`src/rtl/i2c_cfg_pkg.sv`:
```
package i2c_cfg_pkg;
  localparam int BYTE_W = 8;
  localparam int SEL_W  = 2;
  localparam int IDX_W  = 2;
  localparam int CNT_W  = 4;

  typedef enum logic [2:0] {
    ST_IDLE,
    ST_RX,
    ST_ACK,
    ST_TX,
    ST_RACK,
    ST_WAIT
  } eng_st_e;
endpackage

```
`src/rtl/i2c_bus_sync.sv`:
```
module i2c_bus_sync #(
  parameter int STAGES = 2
) (
  input  logic clk_i,
  input  logic rst_ni,
  input  logic scl_i,
  input  logic sda_i,
  output logic scl_o,
  output logic sda_o,
  output logic scl_rise_o,
  output logic scl_fall_o,
  output logic start_o,
  output logic stop_o
);
  logic [STAGES-1:0] scl_sh, sda_sh;
  logic scl_q, sda_q;

  always_ff @(posedge clk_i or negedge rst_ni) begin
    if (!rst_ni) begin
      scl_sh <= '1;
      sda_sh <= '1;
      scl_q  <= 1'b1;
      sda_q  <= 1'b1;
    end else begin
      scl_sh <= {scl_sh[STAGES-2:0], scl_i};
      sda_sh <= {sda_sh[STAGES-2:0], sda_i};
      scl_q  <= scl_sh[STAGES-1];
      sda_q  <= sda_sh[STAGES-1];
    end
  end

  assign scl_o      = scl_sh[STAGES-1];
  assign sda_o      = sda_sh[STAGES-1];
  assign scl_rise_o = scl_o & ~scl_q;
  assign scl_fall_o = ~scl_o & scl_q;
  assign start_o    = scl_o & scl_q & sda_q & ~sda_o;
  assign stop_o     = scl_o & scl_q & ~sda_q & sda_o;
endmodule

```
`src/rtl/i2c_slave_engine.sv`:
```
module i2c_slave_engine
  import i2c_cfg_pkg::*;
#(
  parameter logic [6:0] ADDR_HI = 7'b1001110,
  parameter logic [6:0] ADDR_LO = 7'b0110111
) (
  input  logic              clk_i,
  input  logic              rst_ni,
  input  logic              scl_i,
  input  logic              sda_i,
  input  logic              scl_rise_i,
  input  logic              scl_fall_i,
  input  logic              start_i,
  input  logic              stop_i,
  input  logic              addr_sel_i,
  input  logic [BYTE_W-1:0] tx_byte_i,
  output logic [IDX_W-1:0]  rd_idx_o,
  output logic              wr_en_o,
  output logic [BYTE_W-1:0] wr_byte_o,
  output logic              sda_oe_o
);
  eng_st_e           st_q;
  logic [CNT_W-1:0]  bit_q;
  logic [BYTE_W-1:0] sh_q;
  logic              is_addr_q, rd_q, oe_q;
  logic [IDX_W-1:0]  idx_q, idx_nxt;
  logic [6:0]        own_addr;
  logic              addr_hit, byte_end;

  assign own_addr = addr_sel_i ? ADDR_HI : ADDR_LO;
  assign addr_hit = (sh_q[7:1] == own_addr);
  assign byte_end = (st_q == ST_RX) && scl_fall_i && (bit_q == CNT_W'(8));
  assign idx_nxt  = (idx_q == IDX_W'(2)) ? '0 : idx_q + IDX_W'(1);

  always_ff @(posedge clk_i or negedge rst_ni) begin
    if (!rst_ni) begin
      st_q      <= ST_IDLE;
      bit_q     <= '0;
      sh_q      <= '0;
      is_addr_q <= 1'b1;
      rd_q      <= 1'b0;
      oe_q      <= 1'b0;
      idx_q     <= '0;
    end else if (start_i) begin
      st_q      <= ST_RX;
      bit_q     <= '0;
      is_addr_q <= 1'b1;
      oe_q      <= 1'b0;
      idx_q     <= '0;
    end else if (stop_i) begin
      st_q <= ST_IDLE;
      oe_q <= 1'b0;
    end else begin
      unique case (st_q)
        ST_RX: begin
          if (scl_rise_i && bit_q < CNT_W'(8)) begin
            sh_q  <= {sh_q[6:0], sda_i};
            bit_q <= bit_q + CNT_W'(1);
          end else if (byte_end) begin
            if (!is_addr_q || addr_hit) begin
              st_q <= ST_ACK;
              oe_q <= 1'b1;
              if (is_addr_q) rd_q <= sh_q[0];
            end else begin
              st_q <= ST_WAIT;
            end
          end
        end
        ST_ACK: begin
          if (scl_fall_i) begin
            bit_q <= '0;
            if (rd_q) begin
              st_q <= ST_TX;
              sh_q <= tx_byte_i;
              oe_q <= ~tx_byte_i[7];
            end else begin
              st_q      <= ST_RX;
              is_addr_q <= 1'b0;
              oe_q      <= 1'b0;
            end
          end
        end
        ST_TX: begin
          if (scl_fall_i) begin
            bit_q <= bit_q + CNT_W'(1);
            if (bit_q == CNT_W'(7)) begin
              st_q <= ST_RACK;
              oe_q <= 1'b0;
            end else begin
              sh_q <= {sh_q[6:0], 1'b0};
              oe_q <= ~sh_q[6];
            end
          end
        end
        ST_RACK: begin
          // advance on the master's ACK so the next byte is ready at SCL fall
          if (scl_rise_i) begin
            rd_q <= ~sda_i;
            if (!sda_i) idx_q <= idx_nxt;
          end else if (scl_fall_i) begin
            bit_q <= '0;
            if (rd_q) begin
              st_q <= ST_TX;
              sh_q <= tx_byte_i;
              oe_q <= ~tx_byte_i[7];
            end else begin
              st_q <= ST_WAIT;
            end
          end
        end
        default: ;
      endcase
    end
  end

  assign wr_en_o   = byte_end && !is_addr_q && !start_i && !stop_i;
  assign wr_byte_o = sh_q;
  assign rd_idx_o  = idx_q;
  assign sda_oe_o  = oe_q;


  stop_release_chk: assert property (@(posedge clk_i) disable iff (!rst_ni)
    stop_i |=> !sda_oe_o);

  oe_scl_low_chk: assert property (@(posedge clk_i) disable iff (!rst_ni)
    $rose(sda_oe_o) |-> !scl_i);

  no_gcall_ack_chk: assert property (@(posedge clk_i) disable iff (!rst_ni)
    (byte_end && is_addr_q && !start_i && !stop_i && sh_q[7:1] == 7'd0) |=> !sda_oe_o);

  top_bits_zero_chk: assert property (@(posedge clk_i) disable iff (!rst_ni)
    (st_q == ST_TX && bit_q < CNT_W'(2)) |-> sda_oe_o);

  wait_released_chk: assert property (@(posedge clk_i) disable iff (!rst_ni)
    (st_q == ST_WAIT) |-> !sda_oe_o);
endmodule

```
`src/rtl/cfg_reg_bank.sv`:
```
module cfg_reg_bank
  import i2c_cfg_pkg::*;
#(
  parameter int               REG_W = 6,
  parameter int               IN_W  = 5,
  parameter logic [REG_W-1:0] RST_A = '0,
  parameter logic [REG_W-1:0] RST_B = '0
) (
  input  logic              clk_i,
  input  logic              rst_ni,
  input  logic              wr_en_i,
  input  logic [BYTE_W-1:0] wr_byte_i,
  input  logic              wp_i,
  input  logic              cap_i,
  input  logic [IN_W-1:0]   in_port_i,
  input  logic [IDX_W-1:0]  rd_idx_i,
  output logic [REG_W-1:0]  reg_a_o,
  output logic [REG_W-1:0]  reg_b_o,
  output logic [BYTE_W-1:0] rd_byte_o
);
  localparam int                     N_WR    = 2;
  localparam logic [N_WR*REG_W-1:0]  RST_VAL = {RST_B, RST_A};

  logic [N_WR-1:0][REG_W-1:0] regs;
  logic [IN_W-1:0]            snap_q;

  for (genvar g = 0; g < N_WR; g++) begin : g_reg
    logic [REG_W-1:0] val_q;
    always_ff @(posedge clk_i or negedge rst_ni) begin
      if (!rst_ni) val_q <= RST_VAL[g*REG_W +: REG_W];
      else if (wr_en_i && !wp_i && wr_byte_i[BYTE_W-1 -: SEL_W] == SEL_W'(g))
        val_q <= wr_byte_i[REG_W-1:0];
    end
    assign regs[g] = val_q;
  end

  always_ff @(posedge clk_i or negedge rst_ni) begin
    if (!rst_ni)    snap_q <= '0;
    else if (cap_i) snap_q <= in_port_i;
  end

  always_comb begin
    unique case (rd_idx_i)
      IDX_W'(0): rd_byte_o = BYTE_W'(regs[0]);
      IDX_W'(1): rd_byte_o = BYTE_W'(regs[1]);
      IDX_W'(2): rd_byte_o = BYTE_W'(snap_q);
      default:   rd_byte_o = '0;
    endcase
  end

  assign reg_a_o = regs[0];
  assign reg_b_o = regs[1];


  wp_hold_chk: assert property (@(posedge clk_i) disable iff (!rst_ni)
    $past(wp_i) |-> $stable(regs));

  sel_hi_ignored_chk: assert property (@(posedge clk_i) disable iff (!rst_ni)
    (wr_en_i && wr_byte_i[BYTE_W-1]) |=> $stable(regs));
endmodule

```
`src/rtl/i2c_cfg_slave.sv`:
```
module i2c_cfg_slave
  import i2c_cfg_pkg::*;
#(
  parameter int               REG_W   = 6,
  parameter int               IN_W    = 5,
  parameter int               STAGES  = 2,
  parameter logic [6:0]       ADDR_HI = 7'b1001110,
  parameter logic [6:0]       ADDR_LO = 7'b0110111,
  parameter logic [REG_W-1:0] RST_A   = '0,
  parameter logic [REG_W-1:0] RST_B   = '0
) (
  input  logic             clk_i,
  input  logic             rst_ni,
  input  logic             scl_i,
  input  logic             sda_i,
  output logic             sda_oe_o,
  input  logic             addr_sel_i,
  input  logic             wp_i,
  input  logic [IN_W-1:0]  in_port_i,
  output logic [REG_W-1:0] reg_a_o,
  output logic [REG_W-1:0] reg_b_o
);
  logic scl_s, sda_s, scl_rise, scl_fall, start, stop, wr_en;
  logic [BYTE_W-1:0] wr_byte, rd_byte;
  logic [IDX_W-1:0]  rd_idx;

  i2c_bus_sync #(.STAGES(STAGES)) u_sync (
    .clk_i, .rst_ni, .scl_i, .sda_i,
    .scl_o(scl_s), .sda_o(sda_s), .scl_rise_o(scl_rise), .scl_fall_o(scl_fall),
    .start_o(start), .stop_o(stop)
  );

  i2c_slave_engine #(.ADDR_HI(ADDR_HI), .ADDR_LO(ADDR_LO)) u_eng (
    .clk_i, .rst_ni, .scl_i(scl_s), .sda_i(sda_s),
    .scl_rise_i(scl_rise), .scl_fall_i(scl_fall), .start_i(start), .stop_i(stop),
    .addr_sel_i, .tx_byte_i(rd_byte), .rd_idx_o(rd_idx),
    .wr_en_o(wr_en), .wr_byte_o(wr_byte), .sda_oe_o
  );

  cfg_reg_bank #(.REG_W(REG_W), .IN_W(IN_W), .RST_A(RST_A), .RST_B(RST_B)) u_regs (
    .clk_i, .rst_ni, .wr_en_i(wr_en), .wr_byte_i(wr_byte), .wp_i,
    .cap_i(start), .in_port_i, .rd_idx_i(rd_idx),
    .reg_a_o, .reg_b_o, .rd_byte_o(rd_byte)
  );
endmodule

```
`config.mk`:
```
export PLATFORM = sky130hd
export DESIGN_NAME = i2c_cfg_slave
export DESIGN_NICKNAME = d
export VERILOG_FILES = /design/src/rtl/i2c_cfg_pkg.sv /design/src/rtl/i2c_bus_sync.sv /design/src/rtl/i2c_slave_engine.sv /design/src/rtl/cfg_reg_bank.sv /design/src/rtl/i2c_cfg_slave.sv
export SDC_FILE = /design/constraint.sdc
export NUM_CORES = 1
export LEC_CHECK = 0
export BUFFER_PORTS_ARGS = -buffer_cell sky130_fd_sc_hd__buf_4
export CAP_MARGIN = 20
export CELL_PAD_IN_SITES_DETAIL_PLACEMENT = 0
export CELL_PAD_IN_SITES_GLOBAL_PLACEMENT = 1
export CORE_MARGIN = 2
export CORE_UTILIZATION = 46
export CTS_CLUSTER_DIAMETER = 150
export DETAILED_ROUTE_END_ITERATION = 8
export PLACE_DENSITY_LB_ADDON = 0.1
export SKIP_CTS_REPAIR_TIMING = 1
export SYNTH_ARGS = -nofsm -noshare
export SYNTH_HDL_FRONTEND = slang
export SYNTH_SLANG_ARGS = --single-unit
export TNS_END_PERCENT = 20
```
`constraint.sdc`:
```
create_clock -name clk_i -period 2.35 [get_ports clk_i]
set_clock_uncertainty 0.05 [all_clocks]
set_input_delay 0.47 -clock clk_i [delete_from_list [all_inputs] [get_ports clk_i]]
set_output_delay 0.47 -clock clk_i [all_outputs]
set_load 0.05 [all_outputs]
```
==> results.md, run 1 <==
- Status: complete, no violations
- Max Slew Vio Count: 0
- Area delta synth->final: 17.76%
- Clock Sinks: 43
- First-pass GRT wire length: ~8500 um
- Crit path launch type: register
- YS warnings: 0
- Total gr overflow: 0
- Top FF cell, synth: dfrtp_1
- Number of synthesized register bits: 43
- Switching share of total power: 39.62%
- Max rail drop VDD: between 0.4 and 0.5 mV
- RSZ-0062 raised after global routing: no
- Fin cells: around 320
- Vias in the first global route: about 1700
- Setup crit end kind: register
- Net switching power figure: 1.136 mW
- Synth unique cells: 50
- Final setup viols: 0
- CTS tree: built
- Crit path DAT: about 2.4 ns
- Power density over the cells: ~1100 nW/um^2
- Via count: 1722
- Vias per inst: around 5.5
- Layout filler cell count: 430
- Max Root-Sink Buffers: 2
- DR pass1 iterations: 4
- Setup TNS: 0 ns
- Drt total wl: 5178 um
- Register area share after synthesis: about 47%
- Final hold vios: 0
- Commonest non-fill, non-tap cell in the layout: dfrtp_1
- Final RePlAce weighted congestion: about 0.86
- Crit share post-route: 94.54%
- Largest net degree at the start of global routing: 44
- EDFF count, synth: 0
- Worst-path clk slew: 0.08 ns
- Root Buffer: clkbuf_8
- TritonCTS buffer count: 5
- Slew headroom: approximately 64%
- Clk_lat worst skew: about 0.29 ns
- GR Util All Layers: ~21%
- H-tree Lvls: 2
- Layout Nets: 260
- FMAX: 450.1 MHz
- Placed cells: 306
- Initial drt markers: roughly 120
- WL/cell: 16.44 um
- Post-Place Setup Slack: ~0.085 ns
- Max-Cap Viols: 0
- Reg power frac: between 40% and 50%
- Least-Margin Pin Slew: approximately 0.54 ns
- Die extent in x: ~75 um
- Share of layout cells above drive strength 1: 34.27%
- Cells after Synth: approximately 220
- Syn avg cell area: 10.71 sq um
- CP max FO: 6
- # IOs: 24
- HPWL after DPL: 3793 um
- Total power: approximately 2.9 mW
- Final min period: 2.222 ns
- # diodes: 0
- Pint: about 1.7 mW
- # DRC: 0
- Logic pwr share: 41.6%
- Core Util, Final: 56.68%
- Share of flip-flops with an asynchronous set or reset: 100.0%
- Cell Area, Synth: between 2000 and 2500 sq um
- Core area: between 4000 and 5000 sq um
- Row cnt: 25
- Input/output buffers: 23
- Die H: ~75 um
- Worst setup path category: register to register
- Commonest non-fill, non-tap cells in the layout: 36 x dfrtp_1, 33 x buf_4, 25 x nand2_1
- Setup WS post-layout: about 0.13 ns
- Worst hold path type: input port to async pin
- Die area: around 5600 sq um
- Pleak: between 1 and 1.5 nW
- Mapped Nets: ~230
- WP data required: between 2 and 2.5 ns
- Initial Util: between 40% and 50%
- Post-DRT Antenna Nets: 0
- Clock network fraction of total power: roughly 16%
- Antenna violations before repair: 0
synthesized netlist by cell type (all sizes together) (3+ instances only):
cell type | number | area, sq um
nor2b | 7 | 43.79
buf | 6 | 37.53
nand2b | 3 | 18.77
dfrtp | 36 | 900.9
inv | 7 | 26.28
nor2 | 18 | 67.56
a21oi | 17 | 88.84
mux2 | 23 | 285.3
nand3 | 8 | 40.04
nor3b | 3 | 38.79
o211ai | 4 | 43.79
o31ai | 3 | 22.52
mux2i | 7 | 70.07
nand2 | 25 | 93.84
o21ai | 7 | 35.03
dfstp | 7 | 183.9
power by group through the flow:
stage	clock, mW	sequential [mW]	combinational [mW]
6_report	0.468	1.21	1.19
5_1_grt	0.523	1.24	1.30
4_1_cts	0.482	1.19	1.16
3_5_place_dp	0	1.20	1.15
3_3_place_gp	0	1.19	1.13
2_1_floorplan	0	1.22	0.800
worst max-delay path: stages (launching register included):
cell and delay, ns:
dfrtp_1 0.40, inv_1 0.10, ha_2 0.18, nor4bb_4 0.29
nand3_2 0.15, nor4_4 0.26, nor2b_1 0.17, buf_4 0.17
mux2_2 0.34
stage by stage:
step                      hold slack, ns  cell area (sq um)
after floorplan                   0.1244               2303
after global placement            0.2993               2582
after detailed placement          0.2985               2582
after CTS                         0.1175               2668
after global routing              0.1340               2713
final                            0.09540               2713
sequential cells by signal (all words and copies together), names as in the netlist, 2 cells and up:
register / count
u_eng.wr_byte_o: 8
u_regs.reg_a_o: 6
u_regs.reg_b_o: 6
u_regs.snap_q: 5
u_eng.bit_q: 4
u_eng.st_q: 3
u_eng.rd_idx_o: 2
u_sync.scl_sh: 2
u_sync.sda_sh: 2
path summary, 6_finish.rpt:
check                            startpoint  slack (ns)                 to  depth (start not counted)
max in group asynchronous            rst_ni        1.76       u_sync.sda_q                          1
min in group clk_i                    scl_i        0.23   u_sync.scl_sh[0]                          1
min                                  rst_ni         0.1      u_eng.st_q[0]                          1
max                          u_eng.bit_q[0]        0.13  u_regs.reg_a_o[3]                          8
max reg2reg                  u_eng.bit_q[0]        0.13  u_regs.reg_a_o[3]                          8
min reg2reg                u_sync.scl_sh[0]        0.30   u_sync.scl_sh[1]                          0
layout make-up:
cell class | instances | area [sq um] | share of cell area [%]
timing repair buffer | 33 | 247.7 | 9.133
sequential | 43 | 1085 | 39.99
tap | 67 | 83.83 | 3.090
inverter | 7 | 26.28 | 0.9686
clock buffer | 6 | 72.57 | 2.675
clock inverter | 2 | 12.51 | 0.4613
multi-input combinational | 157 | 1185 | 43.68
metal layers:
layer	share of wire [%]	vias up	GRT usage, %	wire length [um]
li1	-	833	-	-
met1	50	842	31.45	2611
met2	44	42	29.79	2277
met3	4.9	5	4.552	256
met4	0.64	0	4.762	33
met5	0	-	0	0
kinds of logic (layout without fill, tap and decap cells):
logic type	after synthesis	in the layout	share of synthesized area (%)
mux	30	30	15.43
simple gates	80	80	18.52
flops	43	43	47.09
buf+inv	15	48	3.096
fa+ha+maj	2	2	1.086
xor+xnor	1	1	0.3803
compound gates	44	44	14.39
(Power assumes the default switching activity.)
==> run 2: changes to the inputs <==
--- a/config.mk
+++ b/config.mk
@@ -5,13 +5,15 @@
 export SDC_FILE = /design/constraint.sdc
 export NUM_CORES = 1
 export LEC_CHECK = 0
+export ABC_AREA = 1
 export BUFFER_PORTS_ARGS = -buffer_cell sky130_fd_sc_hd__buf_4
 export CAP_MARGIN = 20
 export CELL_PAD_IN_SITES_DETAIL_PLACEMENT = 0
 export CELL_PAD_IN_SITES_GLOBAL_PLACEMENT = 1
 export CORE_MARGIN = 2
-export CORE_UTILIZATION = 46
+export CORE_UTILIZATION = 43
 export CTS_CLUSTER_DIAMETER = 150
+export CTS_CLUSTER_SIZE = 25
 export DETAILED_ROUTE_END_ITERATION = 8
 export PLACE_DENSITY_LB_ADDON = 0.1
 export SKIP_CTS_REPAIR_TIMING = 1
==> run 2 against run 1 <==
Effect of this change: critical path type unchanged; register-to-register slack gained 0.29 ns; non-clock buffer count is 8 lower; global-route usage down 1.2 points; area after synthesis decreased by 2.0%; critical endpoint is now u_regs.reg_b_o[4]; largest cell class is now registers; sequential share of layout area is 1.6 points higher; largest power group is now combinational cells; clock-buffer cell count is the same; highest routed layer unchanged.
==> results.md, run 2 <==
- Status: complete, no violations
- CTS tree: built
- Largest net degree at the start of global routing: 44
- Crit path launch type: register
- Max Root-Sink Buffers: 2
- Max rail drop VDD: roughly 0.52 mV
- Final min period: 1.935 ns
- FMAX: 516.8 MHz
- Max Slew Vio Count: 0
- RSZ-0062 raised after global routing: no
- Area delta synth->final: 15.57%
- Synth area leaders: dfrtp_1 40%, nand2_1 16%, dfstp_2 8.1%
- EDFF count, synth: 0
- Max-Cap Viols: 0
- Crit. Startpoint: u_sync.sda_sh[1]
- Clk_lat worst skew: ~0.3 ns
- Core area: between 5000 and 6000 sq um
- Root Buffer: clkbuf_8
- Commonest non-fill, non-tap cell in the layout: nand2_1
- Syn avg cell area: 7.980 sq um
- Drt total wl: between 5000 and 6000 um
- Die H: 76.47 um
- Setup crit end kind: register
- Area leader, netlist: dfrtp_1
- # IOs: 24
- Share of layout cells above drive strength 1: between 20% and 30%
- Total gr overflow: 0
- Via count: around 1900
- Slew headroom: 62.73%
- Finished Cell Area: between 2000 and 3000 sq um
- Commonest non-fill, non-tap cells in the layout: 97 x nand2_1, 36 x dfrtp_1, 26 x inv_1
- Area share of the largest cell type after synthesis: approximately 40%
- Row cnt: 26
- Power density over the cells: between 1000 and 1500 nW/um^2
- # diodes: 0
- Number of synthesized register bits: 43
- Crit path DAT: a little over 2 ns
- R2R Setup Slk: slightly above 0.4 ns
- Final setup viols: 0
- CP max FO: 12
- Least-Margin Pin Slew: between 0.5 and 0.6 ns
- Register area share after synthesis: 48.03%
- Top FF cell, synth: dfrtp_1
- First-pass GRT wire length: 9032 um
- Setup crit end: u_regs.reg_b_o[4]
- Cell Area, Synth: 2258 sq um
- Pleak: between 1 and 1.5 nW
- HPWL after DPL: 3651 um
- Post-DRT Antenna Nets: 0
- Worst hold path type: input port to async pin
- Input/output buffers: 23
- Initial drt markers: 124
- Synth unique cells: 30
- Share of flip-flops with an asynchronous set or reset: 100.0%
- Origin of the critical flop-to-flop path: u_sync.sda_sh[1]
- YS warnings: 0
- DP Area: 2489 sq um
- Antenna violations before repair: 0
- Max reg flops: 8
- Vias per inst: ~4.9
- Worst setup path category: register to register
- TritonCTS buffer count: 5
- Final hold vios: 0
- Post-synth top cells: 97 x nand2_1, 36 x dfrtp_1, 26 x inv_1
- Final RePlAce weighted congestion: 0.8690
- Crit share post-route: 82.34%
- Mapped Nets: 296
- Layout Nets: 323
- Die area: roughly 5800 sq um
- Setup TNS: 0 ns
- Worst-path clk slew: roughly 0.090 ns
- Count leader, synth: nand2_1
- Layout filler cell count: 530
- # DRC: 0
- Clock Sinks: 43
- H-tree Lvls: 2
- GR Util All Layers: 19.36%
- WP data required: roughly 2.5 ns
- Vias in the first global route: 1854
- Cells after Synth: roughly 280
- R2R depth: 9
- DR pass1 iterations: 4
- FF-to-FF End: u_regs.reg_b_o[4]
- WL/cell: 13.31 um
- Initial Util: between 40 and 50%
- Die extent in x: ~76 um
run 2: cell count changes after synthesis, sizes merged, moves of 7 or more:
cell,before,now
inv,7,31
o21ai,7,34
a21oi,17,9
nand3,8,26
mux2,23,0
nand2,25,98
nor2b,7,0
mux2i,7,0
run 2: cell type report:
type                            count  area [sq um]  area share [%]
Clock buffer                        6         82.58           3.164
Tap cell                           70         87.58           3.356
Clock inverter                      2         38.79           1.486
Timing Repair Buffer               25         187.7           7.191
Multi-Input combinational cell    204          1012           38.78
Sequential cell                    43          1085           41.56
Inverter                           31         116.4           4.458
run 2: cells by family (layout without fill, tap and decap cells):
kind of cell,Yosys count,after routing,synth area share (%)
simple gates,156,156,30.75
buf+inv,36,64,7.147
xor+xnor,1,1,0.3879
flops,43,43,48.03
fa+ha+maj,2,2,1.108
compound gates,45,45,12.58
run 2: worst min path at each step:
stage,from,to,slack [ns],cells after the start
6_report,rst_ni,u_regs.reg_b_o[2],0.10,1
5_1_grt,rst_ni,u_regs.snap_q[3],0.15,1
4_1_cts,rst_ni,u_regs.reg_b_o[2],0.13,1
3_5_place_dp,u_sync.scl_sh[0],u_sync.scl_sh[1],0.30,0
3_3_place_gp,u_sync.scl_sh[0],u_sync.scl_sh[1],0.30,0
2_1_floorplan,rst_ni,u_eng.bit_q[0],0.12,0
run 2: critical path: stages (launching register included):
cell and delay [ns]:
dfstp_2 0.56, inv_1 0.08, nand3_2 0.09, nand2_1 0.11
inv_2 0.12, nand2_1 0.07, nor3_2 0.15, nand2_1 0.34
nand2_1 0.18, o21ai_2 0.06
run 2: per-stage QoR:
step / total power [mW] / hold WS, ns / instances / util, % / setup WS (ns)
3_3_place_gp: 2.555 / 0.2959 / 373 / 49.04 / 0.4314
5_1_grt: 3.466 / 0.1486 / 381 / 51.43 / 0.2179
6_report: 3.154 / 0.1016 / 381 / 51.43 / 0.4150
4_1_cts: 3.188 / 0.1306 / 381 / 51.43 / 0.4000
2_1_floorplan: 2.234 / 0.1244 / 283 / - / 0.7473
3_5_place_dp: 2.553 / 0.2976 / 373 / 49.04 / 0.4144
run 2: power breakdown:
group / total, mW / switching (mW) / internal, mW / leakage [nW]
clock: 0.611 / 0.262 / 0.350 / 0.0618
combinational: 1.43 / 0.970 / 0.459 / 0.705
sequential: 1.11 / 0.166 / 0.948 / 0.538
run 2: routing by layer:
layer  part of all wire, %  GRT usage (%)
met5                     0              0
met4                   1.2          5.818
met3                   3.8          4.265
met2                    43          27.08
met1                    52          29.67
==> run 3: changes to the inputs <==
==> constraint.sdc (replaced) <==
create_clock -name clk_i -period 1.97 [get_ports clk_i]
set_clock_uncertainty 0.05 [all_clocks]
set_input_delay 0.394 -clock clk_i [delete_from_list [all_inputs] [get_ports clk_i]]
set_output_delay 0.394 -clock clk_i [all_outputs]
set_load 0.05 [all_outputs]
==> run 3 against run 2 <==
Effect of this change: cell count grew 1.3%; utilization is 0.81 points higher; die area unchanged; routed wire length grew 1.9%; first-iteration DRC count decreased by 27%; non-clock buffer count up 5; sequential cell count stayed put; worst setup slack got worse by 0.24 ns; sequential power is 18% higher; register-to-register slack got worse by 0.24 ns; power rose by 20%; largest cell class unchanged; largest power group unchanged.
==> results.md, run 3 (same netlist as run 2, synthesis figures left out) <==
- Post-DRT Antenna Nets: 0
- Max reg flops: 8
- Met2 Usage GRT: 26.46%
- Slew headroom: roughly three fifths
- Die H: 76.47 um
- FMAX: 557.2 MHz
- DR pass1 iterations: 4
- Max-Cap Viols: 0
- Share of layout cells above drive strength 1: 22.78%
- Die extent in x: 76.47 um
- Crit. Startpoint: u_sync.scl_sh[1]
- Area delta synth->final: 17.40%
- Input/output buffers: 23
- # IOs: 24
- Post-Place Setup Slack: 0.1690 ns
- Total gr overflow: 0
- Core area: ~5000 sq um
- Crit share post-route: about nine tenths
- HPWL after DPL: between 3000 and 4000 um
- Hold WS: around 0.027 ns
- WL/cell: 13.39 um
- Largest net degree at the start of global routing: 44
- Final setup viols: 0
- Row cnt: 26
- Reg power frac: a little over a third
- Pint: between 2 and 2.5 mW
- Vias per inst: between 4 and 5
- Crit path DAT: roughly 1.9 ns
- Worst hold path type: input port to async pin
- Met3 usage in global routing: under 10%
- Via count: ~1900
- Drt total wl: between 5000 and 6000 um
- Max rail drop VDD: ~0.64 mV
- First-pass GRT wire length: between 8000 and 9000 um
- Clock Sinks: 43
- Crit path launch type: register
- Clock network fraction of total power: ~18%
- Logic pwr share: 46.7%
- Initial Util: between 40% and 50%
- TritonCTS buffer count: 5
- Vias in the first global route: around 1700
- Switching share of total power: approximately 45%
- Worst setup path category: register to register
- Commonest non-fill, non-tap cell in the layout: nand2_1
- Root Buffer: clkbuf_8
- RSZ-0062 raised after global routing: no
- # diodes: 0
- Final RePlAce weighted congestion: slightly below 0.9
- Max Slew Vio Count: 0
- GRT busiest layer: met1
- Antenna violations before repair: 0
- Setup crit end kind: register
- Pleak: around 1.3 nW
- Max Root-Sink Buffers: 2
- Final hold vios: 0
- Power density over the cells: between 1000 and 1500 nW/um^2
- CP max FO: 16
- Total power: 3.772 mW
- Final min period: ~1.8 ns
- Setup TNS: 0 ns
- GR Util All Layers: 18.81%
- WP data required: approximately 2.1 ns
- Worst-path clk slew: about 0.090 ns
- Clk_lat worst skew: approximately 0.30 ns
- Origin of the critical flop-to-flop path: u_sync.scl_sh[1]
- Least-Margin Pin Slew: 0.5958 ns
- # DRC: 0
- H-tree Lvls: 2
- Setup WS post-layout: approximately 0.18 ns
- Net switching power figure: around 1.7 mW
- Initial drt markers: 91
- Die area: between 5000 and 6000 sq um
- GR Util met1: just under 30%
- Status: complete, no violations
- CTS tree: built
- Commonest non-fill, non-tap cells in the layout: 97 x nand2_1, 36 x dfrtp_1, 29 x buf_4
- Layout Nets: around 330
## run 3: cell count changes in the layout (fill, tap and decap cells not counted), sizes merged
cell,delta
clkbuf,-1
inv,-1
clkinv,+2
buf,+5
## run 3: cell type report
cell class	count	area [sq um]
Inverter	31	116.4
Fill cell	514	2424
Clock inverter	3	43.79
Tap cell	70	87.58
Sequential cell	43	1085
Clock buffer	5	68.82
Timing Repair Buffer	30	237.7
Multi-Input combinational cell	204	1012
## run 3: final timing paths
path / depth (start not counted) / slack [ns] / end
worst max-delay path: 9 / 0.18 / u_eng.wr_byte_o[2]
worst min-delay path: 1 / 0.03 / u_regs.snap_q[4]
worst max register to register: 9 / 0.18 / u_eng.wr_byte_o[2]
worst min register to register: 0 / 0.31 / u_sync.scl_sh[1]
max in group asynchronous: 1 / 1.46 / u_sync.sda_q
min in group clk_i: 1 / 0.15 / u_sync.sda_sh[0]
## run 3: power by group through the flow
stage	combinational (mW)	clock (mW)	sequential (mW)
floorplan	1.33	0	1.34
global placement	1.79	0	1.32
detailed placement	1.76	0	1.33
CTS	1.78	0.717	1.31
global route	1.99	0.760	1.35
finish	1.76	0.696	1.31
## run 3: metal layers
metal / part of all wire [%] / vias to the layer above / wire [um]
met5: 0 / - / 0
li1: - / 971 / -
met3: 4.2 / 5 / 216
met1: 54 / 858 / 2790
met2: 41 / 44 / 2113
met4: 0.93 / 0 / 48
## run 3: critical path: stages, from the launching register on
cell     delay (ns)
dfstp_2        0.55
inv_1          0.05
nor2_1         0.23
nand2_1        0.09
nand2_1        0.07
nand2_1        0.08
nor2_4         0.12
nand3_4        0.22
nor2_1         0.19
a21oi_2        0.05
## run 3: stage by stage
stage               std cells  area (sq um)  utilization (%)
floorplan                 283          2258                -
CTS                       386          2651            52.24
finish                    386          2651            52.24
global placement          378          2539            50.02
global route              386          2651            52.24
detailed placement        378          2539            50.02
